===== src/rtl/exc_entry_pkg.sv =====
package exc_entry_pkg;
    localparam int XLEN       = 32;
    localparam int SR_R       = 15;
    localparam int SR_GM      = 16;
    localparam int SR_I0M     = 17;
    localparam int SR_EM      = 21;
    localparam int SR_MODE_LO = 22;
    localparam int SR_J       = 28;
    localparam logic [2:0] MODE_IRQ0   = 3'b010;
    localparam logic [2:0] MODE_AFAULT = 3'b110;
    localparam int IRQ_WORDS  = 8;
    localparam int FLT_WORDS  = 2;
    localparam int GPR_WORDS  = 6;
    localparam int IDX_W      = $clog2(IRQ_WORDS);

    typedef enum logic [1:0] {K_NONE, K_IRQ0, K_AFAULT} kind_e;
    typedef enum logic [1:0] {ST_IDLE, ST_DRAIN, ST_PUSH, ST_LOAD} state_e;
    typedef enum logic [1:0] {SRC_GPR, SRC_PC, SRC_SR} src_e;

    typedef struct packed {
        kind_e           kind;
        logic [XLEN-1:0] sp;
        logic [XLEN-1:0] pc;
        logic [XLEN-1:0] sr;
        logic [XLEN-1:0] voff;
    } ctx_t;

    function automatic src_e word_src(kind_e k, logic [IDX_W-1:0] i);
        if (k == K_AFAULT)            return (i == '0) ? SRC_PC : SRC_SR;
        if (int'(i) < GPR_WORDS)      return SRC_GPR;
        if (int'(i) == GPR_WORDS)     return SRC_PC;
        return SRC_SR;
    endfunction

    function automatic logic [IDX_W-1:0] last_idx(kind_e k);
        return (k == K_AFAULT) ? IDX_W'(FLT_WORDS - 1) : IDX_W'(IRQ_WORDS - 1);
    endfunction

    function automatic logic [XLEN-1:0] entry_sr(kind_e k, logic [XLEN-1:0] s);
        logic [XLEN-1:0] r;
        r = s;
        r[SR_R] = 1'b0;
        r[SR_J] = 1'b0;
        if (k == K_AFAULT) begin
            r[SR_MODE_LO +: 3] = MODE_AFAULT;
            r[SR_EM] = 1'b1;
            r[SR_GM] = 1'b1;
        end else begin
            r[SR_MODE_LO +: 3] = MODE_IRQ0;
            r[SR_I0M] = 1'b1;
        end
        return r;
    endfunction
endpackage


===== src/rtl/exc_entry_ctrl.sv =====
module exc_entry_ctrl
    import exc_entry_pkg::*;
#(
    parameter int VOFF_W     = 16,
    parameter int ALIGN_BITS = 1
) (
    input  logic                    clk,
    input  logic                    rst,
    input  logic                    irq_req,
    input  logic [VOFF_W-1:0]       vec_off,
    input  logic                    fetch_valid,
    input  logic [XLEN-1:0]         fetch_addr,
    input  logic                    drain_done,
    input  logic [XLEN-1:0]         resume_pc,
    input  logic [XLEN-1:0]         sr_in,
    input  logic [XLEN-1:0]         sp_in,
    output state_e                  state,
    output ctx_t                    ctx,
    output logic [IDX_W-1:0]        idx,
    output logic                    entry_done
);
    logic fault_now;
    logic irq_ok;

    assign fault_now = fetch_valid && (|fetch_addr[ALIGN_BITS-1:0]);
    assign irq_ok    = irq_req && !sr_in[SR_GM] && !sr_in[SR_I0M];

    always_ff @(posedge clk) begin
        if (rst) begin
            state      <= ST_IDLE;
            ctx        <= '0;
            idx        <= '0;
            entry_done <= 1'b0;
        end else begin
            entry_done <= (state == ST_LOAD);
            unique case (state)
                ST_IDLE: begin
                    idx <= '0;
                    if (fault_now) begin
                        ctx.kind <= K_AFAULT;
                        ctx.pc   <= fetch_addr;
                        ctx.sp   <= sp_in;
                        ctx.sr   <= sr_in;
                        state    <= ST_PUSH;
                    end else if (irq_ok) begin
                        ctx.kind <= K_IRQ0;
                        ctx.voff <= XLEN'(vec_off);
                        state    <= ST_DRAIN;
                    end
                end
                ST_DRAIN: begin
                    if (drain_done) begin
                        ctx.pc <= resume_pc;
                        ctx.sp <= sp_in;
                        ctx.sr <= sr_in;
                        idx    <= '0;
                        state  <= ST_PUSH;
                    end
                end
                ST_PUSH: begin
                    if (idx == last_idx(ctx.kind)) state <= ST_LOAD;
                    else                           idx   <= idx + 1'b1;
                end
                default: state <= ST_IDLE;
            endcase
        end
    end

    // a masked request leaves the sequencer idle
    assert_masked_irq_R1: assert property (@(posedge clk) disable iff (rst)
        (state == ST_IDLE && irq_req && !fault_now && (sr_in[SR_GM] || sr_in[SR_I0M]))
        |=> state == ST_IDLE);
    // no pushing before the pipeline drains
    assert_drain_hold_R2: assert property (@(posedge clk) disable iff (rst)
        (state == ST_DRAIN && !drain_done) |=> state == ST_DRAIN);
    // fault wins a tie
    assert_fault_first_R10: assert property (@(posedge clk) disable iff (rst)
        (state == ST_IDLE && fault_now) |=> (state == ST_PUSH && ctx.kind == K_AFAULT));
    // completion strobe is a single cycle
    assert_done_pulse_R9: assert property (@(posedge clk) disable iff (rst)
        entry_done |=> !entry_done);
    // the word index never passes the list end
    assert_idx_bound_R3: assert property (@(posedge clk) disable iff (rst)
        state == ST_PUSH |-> idx <= last_idx(ctx.kind));
endmodule


===== src/rtl/exc_entry_push.sv =====
module exc_entry_push
    import exc_entry_pkg::*;
(
    input  logic             clk,
    input  logic             rst,
    input  logic             push_en,
    input  logic [IDX_W-1:0] idx,
    input  kind_e            kind,
    input  logic [XLEN-1:0]  sp_base,
    input  logic [XLEN-1:0]  pc_save,
    input  logic [XLEN-1:0]  sr_save,
    input  logic [XLEN-1:0]  sav_data,
    output logic [IDX_W-1:0] sav_sel,
    output logic             mem_we,
    output logic [XLEN-1:0]  mem_addr,
    output logic [XLEN-1:0]  mem_wdata
);
    src_e src;

    assign sav_sel  = idx;
    assign mem_we   = push_en;
    assign src      = word_src(kind, idx);
    assign mem_addr = sp_base - ((XLEN'(idx) + XLEN'(1)) << 2);

    always_comb begin
        unique case (src)
            SRC_GPR: mem_wdata = sav_data;
            SRC_PC:  mem_wdata = pc_save;
            default: mem_wdata = sr_save;
        endcase
    end

    // stack writes walk downward one word per cycle
    assert_descend_R3: assert property (@(posedge clk) disable iff (rst)
        (mem_we && $past(mem_we)) |-> mem_addr == $past(mem_addr) - XLEN'(4));
    // the first write lands just below the captured pointer
    assert_first_slot_R3: assert property (@(posedge clk) disable iff (rst)
        $rose(mem_we) |-> mem_addr == sp_base - XLEN'(4));
endmodule


===== src/rtl/exc_entry_load.sv =====
module exc_entry_load
    import exc_entry_pkg::*;
#(
    parameter logic [XLEN-1:0] FAULT_OFS = 32'h14
) (
    input  logic            clk,
    input  logic            rst,
    input  logic            load_en,
    input  kind_e           kind,
    input  logic [XLEN-1:0] sp_base,
    input  logic [XLEN-1:0] sr_save,
    input  logic [XLEN-1:0] voff,
    input  logic [XLEN-1:0] vec_base,
    output logic            sr_we,
    output logic [XLEN-1:0] sr_out,
    output logic            pc_we,
    output logic [XLEN-1:0] pc_out,
    output logic            sp_we,
    output logic [XLEN-1:0] sp_out
);
    localparam logic [XLEN-1:0] TOUCHED =
        (XLEN'(1) << SR_R) | (XLEN'(1) << SR_J) | (XLEN'(7) << SR_MODE_LO) |
        (XLEN'(1) << SR_I0M) | (XLEN'(1) << SR_EM) | (XLEN'(1) << SR_GM);

    assign sr_we  = load_en;
    assign pc_we  = load_en;
    assign sp_we  = load_en;
    assign sr_out = entry_sr(kind, sr_save);
    assign pc_out = vec_base + ((kind == K_AFAULT) ? FAULT_OFS : voff);
    assign sp_out = sp_base - ((XLEN'(last_idx(kind)) + XLEN'(1)) << 2);

    // bits outside the rewritten fields pass through untouched
    assert_keep_bits_R4: assert property (@(posedge clk) disable iff (rst)
        sr_we |-> ((sr_out & ~TOUCHED) == (sr_save & ~TOUCHED)));
    // interrupt entry blocks further level-0 requests
    assert_irq_mask_R4: assert property (@(posedge clk) disable iff (rst)
        (sr_we && kind == K_IRQ0) |-> (sr_out[SR_I0M] && !sr_out[SR_R] && !sr_out[SR_J]));
    // fault entry masks everything
    assert_fault_mask_R7: assert property (@(posedge clk) disable iff (rst)
        (sr_we && kind == K_AFAULT) |-> (sr_out[SR_GM] && sr_out[SR_EM]));
    // all three loads commit together
    assert_joint_load_R8: assert property (@(posedge clk) disable iff (rst)
        sr_we |-> (pc_we && sp_we));
endmodule


===== src/rtl/exc_entry_seq.sv =====
module exc_entry_seq
    import exc_entry_pkg::*;
#(
    parameter int              VOFF_W     = 16,
    parameter int              ALIGN_BITS = 1,
    parameter logic [XLEN-1:0] FAULT_OFS  = 32'h14
) (
    input  logic              clk,
    input  logic              rst,
    input  logic              irq_req,
    input  logic [VOFF_W-1:0] vec_off,
    input  logic [XLEN-1:0]   vec_base,
    input  logic              fetch_valid,
    input  logic [XLEN-1:0]   fetch_addr,
    input  logic              drain_done,
    input  logic [XLEN-1:0]   resume_pc,
    input  logic [XLEN-1:0]   sr_in,
    input  logic [XLEN-1:0]   sp_in,
    output logic [IDX_W-1:0]  sav_sel,
    input  logic [XLEN-1:0]   sav_data,
    output logic              mem_we,
    output logic [XLEN-1:0]   mem_addr,
    output logic [XLEN-1:0]   mem_wdata,
    output logic              sr_we,
    output logic [XLEN-1:0]   sr_out,
    output logic              pc_we,
    output logic [XLEN-1:0]   pc_out,
    output logic              sp_we,
    output logic [XLEN-1:0]   sp_out,
    output logic              busy,
    output logic              entry_done
);
    state_e           state;
    ctx_t             ctx;
    logic [IDX_W-1:0] idx;

    exc_entry_ctrl #(.VOFF_W(VOFF_W), .ALIGN_BITS(ALIGN_BITS)) u_ctrl (
        .clk(clk), .rst(rst), .irq_req(irq_req), .vec_off(vec_off),
        .fetch_valid(fetch_valid), .fetch_addr(fetch_addr),
        .drain_done(drain_done), .resume_pc(resume_pc),
        .sr_in(sr_in), .sp_in(sp_in),
        .state(state), .ctx(ctx), .idx(idx), .entry_done(entry_done)
    );

    exc_entry_push u_push (
        .clk(clk), .rst(rst), .push_en(state == ST_PUSH), .idx(idx),
        .kind(ctx.kind), .sp_base(ctx.sp), .pc_save(ctx.pc), .sr_save(ctx.sr),
        .sav_data(sav_data), .sav_sel(sav_sel),
        .mem_we(mem_we), .mem_addr(mem_addr), .mem_wdata(mem_wdata)
    );

    exc_entry_load #(.FAULT_OFS(FAULT_OFS)) u_load (
        .clk(clk), .rst(rst), .load_en(state == ST_LOAD), .kind(ctx.kind),
        .sp_base(ctx.sp), .sr_save(ctx.sr), .voff(ctx.voff), .vec_base(vec_base),
        .sr_we(sr_we), .sr_out(sr_out), .pc_we(pc_we), .pc_out(pc_out),
        .sp_we(sp_we), .sp_out(sp_out)
    );

    assign busy = (state != ST_IDLE);

    // completion is reported only once the sequence has left the busy states
    assert_done_idle_R9: assert property (@(posedge clk) disable iff (rst)
        entry_done |-> !busy);
    // stack writes happen only while busy
    assert_write_busy_R9: assert property (@(posedge clk) disable iff (rst)
        mem_we |-> busy);
endmodule


===== config.mk =====
export PLATFORM = sky130hd
export DESIGN_NAME = exc_entry_seq
export DESIGN_NICKNAME = d
export VERILOG_FILES = /design/src/rtl/exc_entry_pkg.sv /design/src/rtl/exc_entry_ctrl.sv /design/src/rtl/exc_entry_push.sv /design/src/rtl/exc_entry_load.sv /design/src/rtl/exc_entry_seq.sv
export SDC_FILE = /design/constraint.sdc
export NUM_CORES = 1
export LEC_CHECK = 0
export BUFFER_PORTS_ARGS = -buffer_cell sky130_fd_sc_hd__buf_4
export CORE_MARGIN = 3
export CORE_UTILIZATION = 30
export DETAILED_ROUTE_END_ITERATION = 6
export PLACE_DENSITY = 0.57
export RECOVER_POWER = 100
export SYNTH_ARGS = -nofsm -noshare
export SYNTH_HDL_FRONTEND = slang
export SYNTH_SLANG_ARGS = --single-unit

===== constraint.sdc =====
create_clock -name clk -period 6.5 [get_ports clk]
set_clock_uncertainty 0.15 [all_clocks]
set_input_delay 0.325 -clock clk [delete_from_list [all_inputs] [get_ports clk]]
set_output_delay 0.325 -clock clk [all_outputs]
set_load 0.01 [all_outputs]

Word level (Yosys, flattened, before mapping) --
Cells that the tools add are included.
Storage, ports and cells: register bits after elaboration 120, output and inout bits 169, word-level logic and storage cells 76
Operators by class: $add $sub $neg 6, order comparisons 1, eq/ne operators 12, mux-type cells 31, bitwise gates (word level) 1, reductions and logical operators 17
Operators by type and width (number):
- 96-bit two-way mux | 2
- 96-bit one-hot mux with 2 select lines | 1
- 32-bit one-hot mux with 2 select lines | 1
- 32-bit subtractor | 2
- 32-bit adder | 1
- 2-bit two-way mux | 11
- 16-bit two-way mux | 1
- 3-bit two-way mux | 4
- 3-bit AND reduction | 4
- 1-bit two-way mux | 9
- 3-bit one-hot mux with 3 select lines | 1
- 3-bit by 1-bit adder with 4-bit output, second input constant | 2
- 2-bit == test, second input constant | 3
- 2-bit one-hot mux with 3 select lines | 1
- 2-bit nonzero test | 3
- 2-bit by 1-bit == test with 1-bit output, second input constant | 2
- 2-bit zero test | 2
- 2-bit by 1-bit != test with 1-bit output, second input constant | 2
- 2-bit != test, second input constant | 2
- 3-bit by 1-bit adder with 3-bit output, second input constant | 1
- 3-bit by 2-bit == test with 1-bit output, second input constant | 1
- 3-bit == test | 1
- 1-bit logical AND | 3
- 3-bit zero test | 1
- 6 further kinds | 7

Logic depth before layout (Yosys ltp) --
Gate-level depths: netlist (run 1).
depth in word-level cells 10, mapped depth 12

Modules after synthesis --
A second synthesis (run 1) with hierarchy kept.
Unflattened totals: cells, all modules 1154, area, all modules 9130.0 um2
Modules (own cells, without submodules):
- exc_entry_ctrl | times used 1, cells an instance 568, area an instance 4853.4 um2, sequential area each 2402.3 um2
- exc_entry_load | times used 1, cells an instance 380, area an instance 2657.5 um2, sequential area each 0.0 um2
- exc_entry_push | times used 1, cells an instance 203, area an instance 1596.5 um2, sequential area each 0.0 um2
- exc_entry_seq | times used 1, cells an instance 3, area an instance 22.5 um2, sequential area each 0.0 um2

Least setup slack after synthesis (run 1) --
No wires, ideal clock.
path type register to output, start point register, netlist name u_ctrl.ctx[128], end point output pc_out[24], arrival 2.824 ns, path slack 3.201 ns, cell stages (with the launch flop) 13, buffers on the path 2, path through dfxtp_1 nand2b_1 clkbuf_1 clkbuf_1 and2_1 ha_1 fa_1 a21o_1 a221o_1 a31oi_1 a21oi_1 o2111ai_1 xnor2_1
Between the ends: cells in the longest elaborated chain, start to end 3
RTL lines:
- 2-bit == test | RTL line exc_entry_load.sv:29 | assign pc_out = vec_base + ((kind == K_AFAULT) ? FAULT_OFS : voff);
- 16-bit two-way mux | RTL line exc_entry_load.sv:29
- 32-bit adder | RTL line exc_entry_load.sv:29
- end, declared | RTL line exc_entry_seq.sv:27 | output logic [XLEN-1:0] pc_out,
Every way passes these cells.

Final worst setup path (run 1) --
start point register, netlist name u_ctrl.ctx[128], end point output mem_wdata[17]
Between the ends: cells in the longest elaborated chain, start to end 5, elaborated cells between the ends (all ways) 6
RTL lines:
- 2-bit == test * | RTL line exc_entry_pkg.sv:29 | if (k == K_AFAULT) return (i == '0) ? SRC_PC : SRC_SR;
- 1-bit two-way mux * | RTL line exc_entry_pkg.sv:29
- 2-bit two-way mux * | RTL line exc_entry_pkg.sv:30 | if (int'(i) < GPR_WORDS) return SRC_GPR;
- 2-bit by 1-bit == test with 1-bit output or 2-bit zero test (tied branches) | RTL line exc_entry_push.sv:26 | unique case (src)
- 32-bit one-hot mux with 2 select lines * | RTL line exc_entry_push.sv:26
- end, declared | RTL line exc_entry_seq.sv:23 | output logic [XLEN-1:0] mem_wdata,
Mark *: on every way between the ends. The rest lies on a longest branch, timed or not.

==> implementation parameters, run 1 <==
Parameter                              Value

Pwr
  Pwr per Cell Area    481 nW/um2
  Leakage Power    4.93 nW
  Worst vdd ir    0.000248 V

Setup path
  Reg2Reg Launch Point    u_ctrl.state[1]
  Worst R2R End    u_ctrl.ctx[86]
  Critical path launch point type    flop
  Arr. time, crit path    4780 ps
  Flop2flop setup slack    1340 ps
  CP dominant cell by count    sky130_fd_sc_hd__clkbuf_1
  Category of the most critical setup path    flop to output port
  Required @ worst endpoint    6020 ps
  Worst-path maximum fanout    32
  Critical Path End Type    output port
  Depth of the most critical reg-to-reg path    8
  Worst-path cell chain    nand2b_1, inv_1, nand2_1, nor2_1, a41oi_4, clkbuf_1, mux2i_1, o21ai_0, clkbuf_1
  Worst-path cell with the longest stage delay    sky130_fd_sc_hd__clkbuf_1
  Delay of the slowest cell on the worst path    1800 ps

Yosys
  Yosys synthesis warning count    0
  Largest area contributor in the synthesized netlist    sky130_fd_sc_hd__dfxtp_1
  Flip-flop and latch count after synthesis    120
  Multiplexer share of the synthesized area    8.05%
  Ranking of synthesized cells by area    sky130_fd_sc_hd__dfxtp_1, sky130_fd_sc_hd__nand2_1, sky130_fd_sc_hd__mux2i_1
  Fraction of the mapped netlist area in simple logic gates    22.6%
  Adder-cell share of the synthesized area    5.50%
  Share of flip-flops with an asynchronous set or reset    0%
  Synthesized area per cell    7.50 um2
  Compound-gate portion of the synthesized area    16.7%
  Combinational family with the most area after synthesis    simple AND/OR/NAND/NOR gates
  Top_reg_cell synth    sky130_fd_sc_hd__dfxtp_1
  Synthesized cell area    7960 um2
  Count of different cell masters after synthesis    57
  Top cell type's share of synthesized area    30.2%
  Synth Area in XOR/XNOR    9.25%
  Register area share after synthesis    30.2%
  Gate count of the mapped netlist    1061
  Number of flops mapped to enable cells by yosys    0

Floorplanning
  Core Region    25600 um2
  Placement row count    58
  Starting utilization of the core area    31.1%
  Die extent in y    169 um
  Die ar.    28500 um2
  Horizontal extent of the die    169 um
  Top Ports    382

Detailed routing
  Drt via density    4.81
  Total number of vias    8420
  Initial DRC Count    340
  Count of TritonRoute iterations in the first routing pass    5
  Drt total wl    29600 um
  Count of unresolved DRC violations after routing    0
  Routed len/inst    16.9 um
  Residual antenna-violating net count after detailed routing    0

Clock network
  Clock net sink count    120
  Gates resized, CTS repair    0
  Clock-pin transition on the worst setup and hold timing paths    60 ps
  Clock root buffer    sky130_fd_sc_hd__clkbuf_16
  Number of buffers added by the clock tree synthesis step    17
  # H-tree levels    4
  Buffers inserted by post-CTS timing repair    0
  Maximum number of buffers from clock root to sink    2
  Clock insertion delay at the later pin of the skew report    410 ps
  CTS tree    yes

STA
  Setup-failing EPs final    0
  Max-slew violation count    238
  Final Critical Period    5250 ps
  Unrepaired setup endpoints after global routing    no
  Fin crit share    80.8%
  Number of hold-slack violations in the final timing report    0
  Relative max-transition margin    -105%
  Final total negative setup slack    0 ps
  Slew at the pin closest to its max-slew limit    3070 ps
  Maximum operating frequency    190 MHz

Hold path
  Worst hold path stage count    3
  End of the worst hold path    u_ctrl.ctx[123]
  Hold Path Class    input pin to flop
  Beginning of the worst hold path    sp_in[27]

Placement
  Port Buf Inserts    377
  DP Wirelength    22600 um
  Final weighted congestion in routability-driven placement    0.936

Global routing
  Maximum number of pins on one net before global-route repair    82
  Number of antenna violations at the first check in global routing    0
  Total global routing track utilization    19.9%
  Vias in the first global route    8461
  Wire length of the first global-routing pass    45800 um
  Leftover overflow at the end of global routing    0

Final layout
  Antenna fix cells    0
  Layout overhead on the synthesized area    42.2%
  NumNets Final    1656
  Commonest cells after routing, fill and taps aside    sky130_fd_sc_hd__nand2_1, sky130_fd_sc_hd__buf_4, sky130_fd_sc_hd__clkbuf_1
  Final Util    44.2%
  Fraction of final layout cells sized beyond drive strength 1    18.8%
  Most common cell after layout, fill and taps aside    sky130_fd_sc_hd__nand2_1

Run status
  Run status    finished, violations left
  Violated checks    max-capacitance violations, max-slew violations

Job
  Maximum capacitance violations    4
worst max-delay path: cells and delay by family, from the launching register on:
family          cells  cell delay [ps]
buf+inv             3             2280
simple gates        3             1040
compound gates      2              430
flops               1              310
mux                 1              260
timing repair:
action / in CTS / in global routing
endpoints found under the hold margin: 48 / 0
endpoints found under the setup margin: 0 / 0
hold buffers: 48 / 0
cells by family (layout without fill, tap and decap cells):
| logic type | Yosys count | after routing |
|---|---|---|
| compound gates | 227 | 227 |
| xor+xnor | 84 | 84 |
| fa+ha+maj | 34 | 34 |
| buf+inv | 123 | 482 |
| flops | 120 | 120 |
| mux | 64 | 64 |
| other cells | 2 | 4 |
| simple gates | 407 | 407 |
routing by layer:
layer | track usage (%) | vias up | share of wire [%]
met5 | 0 | - | 0
met2 | 35.3 | 263 | 49
met3 | 3.85 | 45 | 6.0
met4 | 6.19 | 0 | 2.3
li1 | - | 4259 | -
met1 | 24.4 | 3853 | 42
final cells by class:
class / count / area (um2)
flip-flops and latches: 120 / 2400
inverters: 20 / 75.1
fillers: 2788 / 14300
well taps: 330 / 413
repair buffers: 431 / 2750
clock buffers: 17 / 425
clock inverters: 14 / 270
multi-input cells: 820 / 4980
power by group:
| part | switching [mW] | internal [mW] | leakage, nW |
|---|---|---|---|
| clock network | 0.372 | 0.761 | 0.334 |
| registers | 0.240 | 0.989 | 0.984 |
| logic | 1.92 | 1.16 | 3.61 |
| total | 2.53 | 2.91 | 4.93 |
worst max path at each step:
stage	from	endpoint	slack, ps	depth (start not counted)
5_1_grt	u_ctrl.state[1]	u_ctrl.ctx[82]	730	8
6_report	u_ctrl.ctx[128]	mem_wdata[17]	1250	9
4_1_cts	u_ctrl.ctx[128]	pc_out[29]	1770	10
2_1_floorplan	u_ctrl.ctx[128]	pc_out[24]	3200	12
3_5_place_dp	u_ctrl.ctx[128]	pc_out[29]	2220	10
3_3_place_gp	u_ctrl.ctx[128]	pc_out[31]	2380	10
through the flow:
step / area [um2] / cells / setup slack, ps / power (mW) / hold slack (ps)
floorplan: 7960 / 1063 / 3200 / 3.30 / 281
global placement: 10800 / 1673 / 2380 / 4.76 / 293
detailed placement: 10800 / 1673 / 2220 / 4.77 / 294
CTS: 11900 / 1752 / 1770 / 5.95 / 0.246
global route: 11300 / 1752 / 734 / 5.88 / 7.29
finish: 11300 / 1752 / 1250 / 5.44 / 17.5
flip-flops by register name, summed over array words and instances (netlist names):
name	count
u_ctrl.ctx	114
u_ctrl.entry_done	1
u_ctrl.state	2
u_ctrl.idx	3
Yosys cell counts (all sizes together) (14+ instances only):
| library cell | count |
|---|---|
| a211oi | 36 |
| a21oi | 109 |
| and2 | 18 |
| buf | 42 |
| clkbuf | 61 |
| dfxtp | 120 |
| ha | 31 |
| inv | 20 |
| mux2i | 64 |
| nand2 | 227 |
| nand3 | 14 |
| nor2 | 79 |
| nor3 | 15 |
| o21ai | 49 |
| xnor2 | 44 |
| xor2 | 40 |
Power figures use the tool's default switching activity.
==> inputs of run 2 (changes only) <==
PLACE_DENSITY = 0.59   (was 0.57)
clock period = 4.7 ns   (was 6.5 ns; I/O delays follow)
==> implementation parameters, run 2 (synthesis results as in run 1) <==
Parameter                              Value

STA
  Slew at the pin closest to its max-slew limit    4100 ps
  Number of hold-slack violations in the final timing report    0
  Unrepaired setup endpoints after global routing    no
  Maximum operating frequency    235 MHz
  Fin crit share    90.6%
  PnR worst setup slack    443 ps
  Setup-failing EPs final    0
  Max-slew violation count    86
  Final total negative setup slack    0 ps
  Relative max-transition margin    -174%
  Final Critical Period    4260 ps

Final layout
  NumNets Final    1691
  Fraction of final layout cells sized beyond drive strength 1    19.1%
  Register with the most flip-flops    u_ctrl.ctx
  Final Util    45.1%
  Layout overhead on the synthesized area    45.1%
  Commonest cells after routing, fill and taps aside    sky130_fd_sc_hd__buf_4, sky130_fd_sc_hd__nand2_1, sky130_fd_sc_hd__clkbuf_1
  Registers with the most flip-flops    u_ctrl.ctx (114), u_ctrl.idx (3), u_ctrl.state (2)
  Largest register FFs    114
  Most common cell after layout, fill and taps aside    sky130_fd_sc_hd__buf_4

Pwr
  Pwr per Cell Area    624 nW/um2
  Leakage Power    5.02 nW
  Overall power after layout    7.20 mW
  Worst vdd ir    0.000408 V

Floorplanning
  Core Region    25600 um2
  Top Ports    382
  Horizontal extent of the die    169 um
  Placement row count    58
  Die ar.    28500 um2
  Die extent in y    169 um
  Starting utilization of the core area    31.1%

Hold path
  Worst hold path stage count    3
  Hold Path Class    input pin to flop
  Beginning of the worst hold path    fetch_addr[6]

Setup path
  Start point of the critical path    u_ctrl.ctx[128]
  Depth of the most critical reg-to-reg path    7
  Reg2Reg Launch Point    u_ctrl.state[0]
  Critical Path End Type    output port
  Required @ worst endpoint    4320 ps
  Critical path launch point type    flop
  Category of the most critical setup path    flop to output port
  Arr. time, crit path    3870 ps
  Worst-path maximum fanout    18

Global routing
  Number of antenna violations at the first check in global routing    2
  Vias in the first global route    8576
  Wire length of the first global-routing pass    46100 um
  Total global routing track utilization    20.0%
  Maximum number of pins on one net before global-route repair    86
  Leftover overflow at the end of global routing    0

Clock network
  Buffers inserted by post-CTS timing repair    0
  # H-tree levels    4
  Count of hold buffers inserted by post-cts repair    80
  Clock-pin transition on the worst setup and hold timing paths    60 ps
  Gates resized, CTS repair    0
  Maximum number of buffers from clock root to sink    2
  CTS tree    yes
  Clock net sink count    120
  Clock root buffer    sky130_fd_sc_hd__clkbuf_16
  Clock insertion delay at the later pin of the skew report    410 ps
  Number of buffers added by the clock tree synthesis step    17

Detailed routing
  Count of unresolved DRC violations after routing    0
  Drt total wl    29900 um
  Drt via density    4.82
  Routed len/inst    16.7 um
  Total number of vias    8621
  Residual antenna-violating net count after detailed routing    0
  Initial DRC Count    438
  Count of TritonRoute iterations in the first routing pass    5

Placement
  Final weighted congestion in routability-driven placement    0.909
  Port Buf Inserts    377
  DP Wirelength    22700 um
  Dpl ws    904 ps

Job
  Maximum capacitance violations    1

Run status
  Run status    finished, violations left
  Violated checks    max-capacitance violations, max-slew violations
-- run 2: changes by cell type in the layout (fill, tap and decap cells not counted), sizes merged --
cell | before | now
dlygate4sd3 | 48 | 80
clkbuf | 180 | 177
diode | 0 | 1
clkinvlp | 1 | 4
buf | 220 | 227
clkinv | 4 | 3
bufinv | 7 | 0
inv | 22 | 27
-- run 2: area by class of cell --
cell class | count | area (um2)
antenna | 1 | 2.50
clock buffer | 18 | 439
clock inverter | 14 | 113
fill | 2708 | 14100
inverter | 20 | 75.1
multi-input combinational | 820 | 4990
sequential | 120 | 2400
tap | 330 | 413
timing repair buffer | 466 | 3100
-- run 2: final timing paths --
kind               endpoint  slack, ps
min reg2reg  u_ctrl.ctx[15]        300
min          u_ctrl.ctx[70]         10
max reg2reg  u_ctrl.ctx[69]       1780
max              sp_out[24]        440
-- run 2: critical path, cell delays in order (launching register included) --
cell,delay (ps)
sky130_fd_sc_hd__dfxtp_1,320
sky130_fd_sc_hd__nand2b_1,510
sky130_fd_sc_hd__clkbuf_1,490
sky130_fd_sc_hd__inv_1,220
sky130_fd_sc_hd__ha_1,370
sky130_fd_sc_hd__a21oi_1,420
sky130_fd_sc_hd__nand2_1,310
sky130_fd_sc_hd__or2_4,340
sky130_fd_sc_hd__nor3_4,120
sky130_fd_sc_hd__xor2_1,180
sky130_fd_sc_hd__clkbuf_1,170
-- run 2: report_power, final --
part,total [mW],internal [mW],switching [mW]
registers,1.70,1.37,0.333
clock network,1.24,0.700,0.539
logic,4.26,1.61,2.65
-- run 2: routing by layer --
| metal | GRT usage (%) | share of wire [%] |
|---|---|---|
| met1 | 24.6 | 42 |
| met3 | 4.97 | 6.2 |
| met5 | 0 | 0.044 |
| met4 | 6.33 | 2.5 |
| met2 | 34.5 | 49 |
-- run 2: stage by stage --
| stage | hold slack [ps] | cell area [um2] | std cells |
|---|---|---|---|
| 2_1_floorplan | 221 | 7960 | 1063 |
| 3_3_place_gp | 292 | 10800 | 1676 |
| 3_5_place_dp | 293 | 10800 | 1676 |
| 4_1_cts | 0.761 | 12100 | 1788 |
| 5_1_grt | 8.42 | 11500 | 1789 |
| 6_report | 14.6 | 11500 | 1789 |
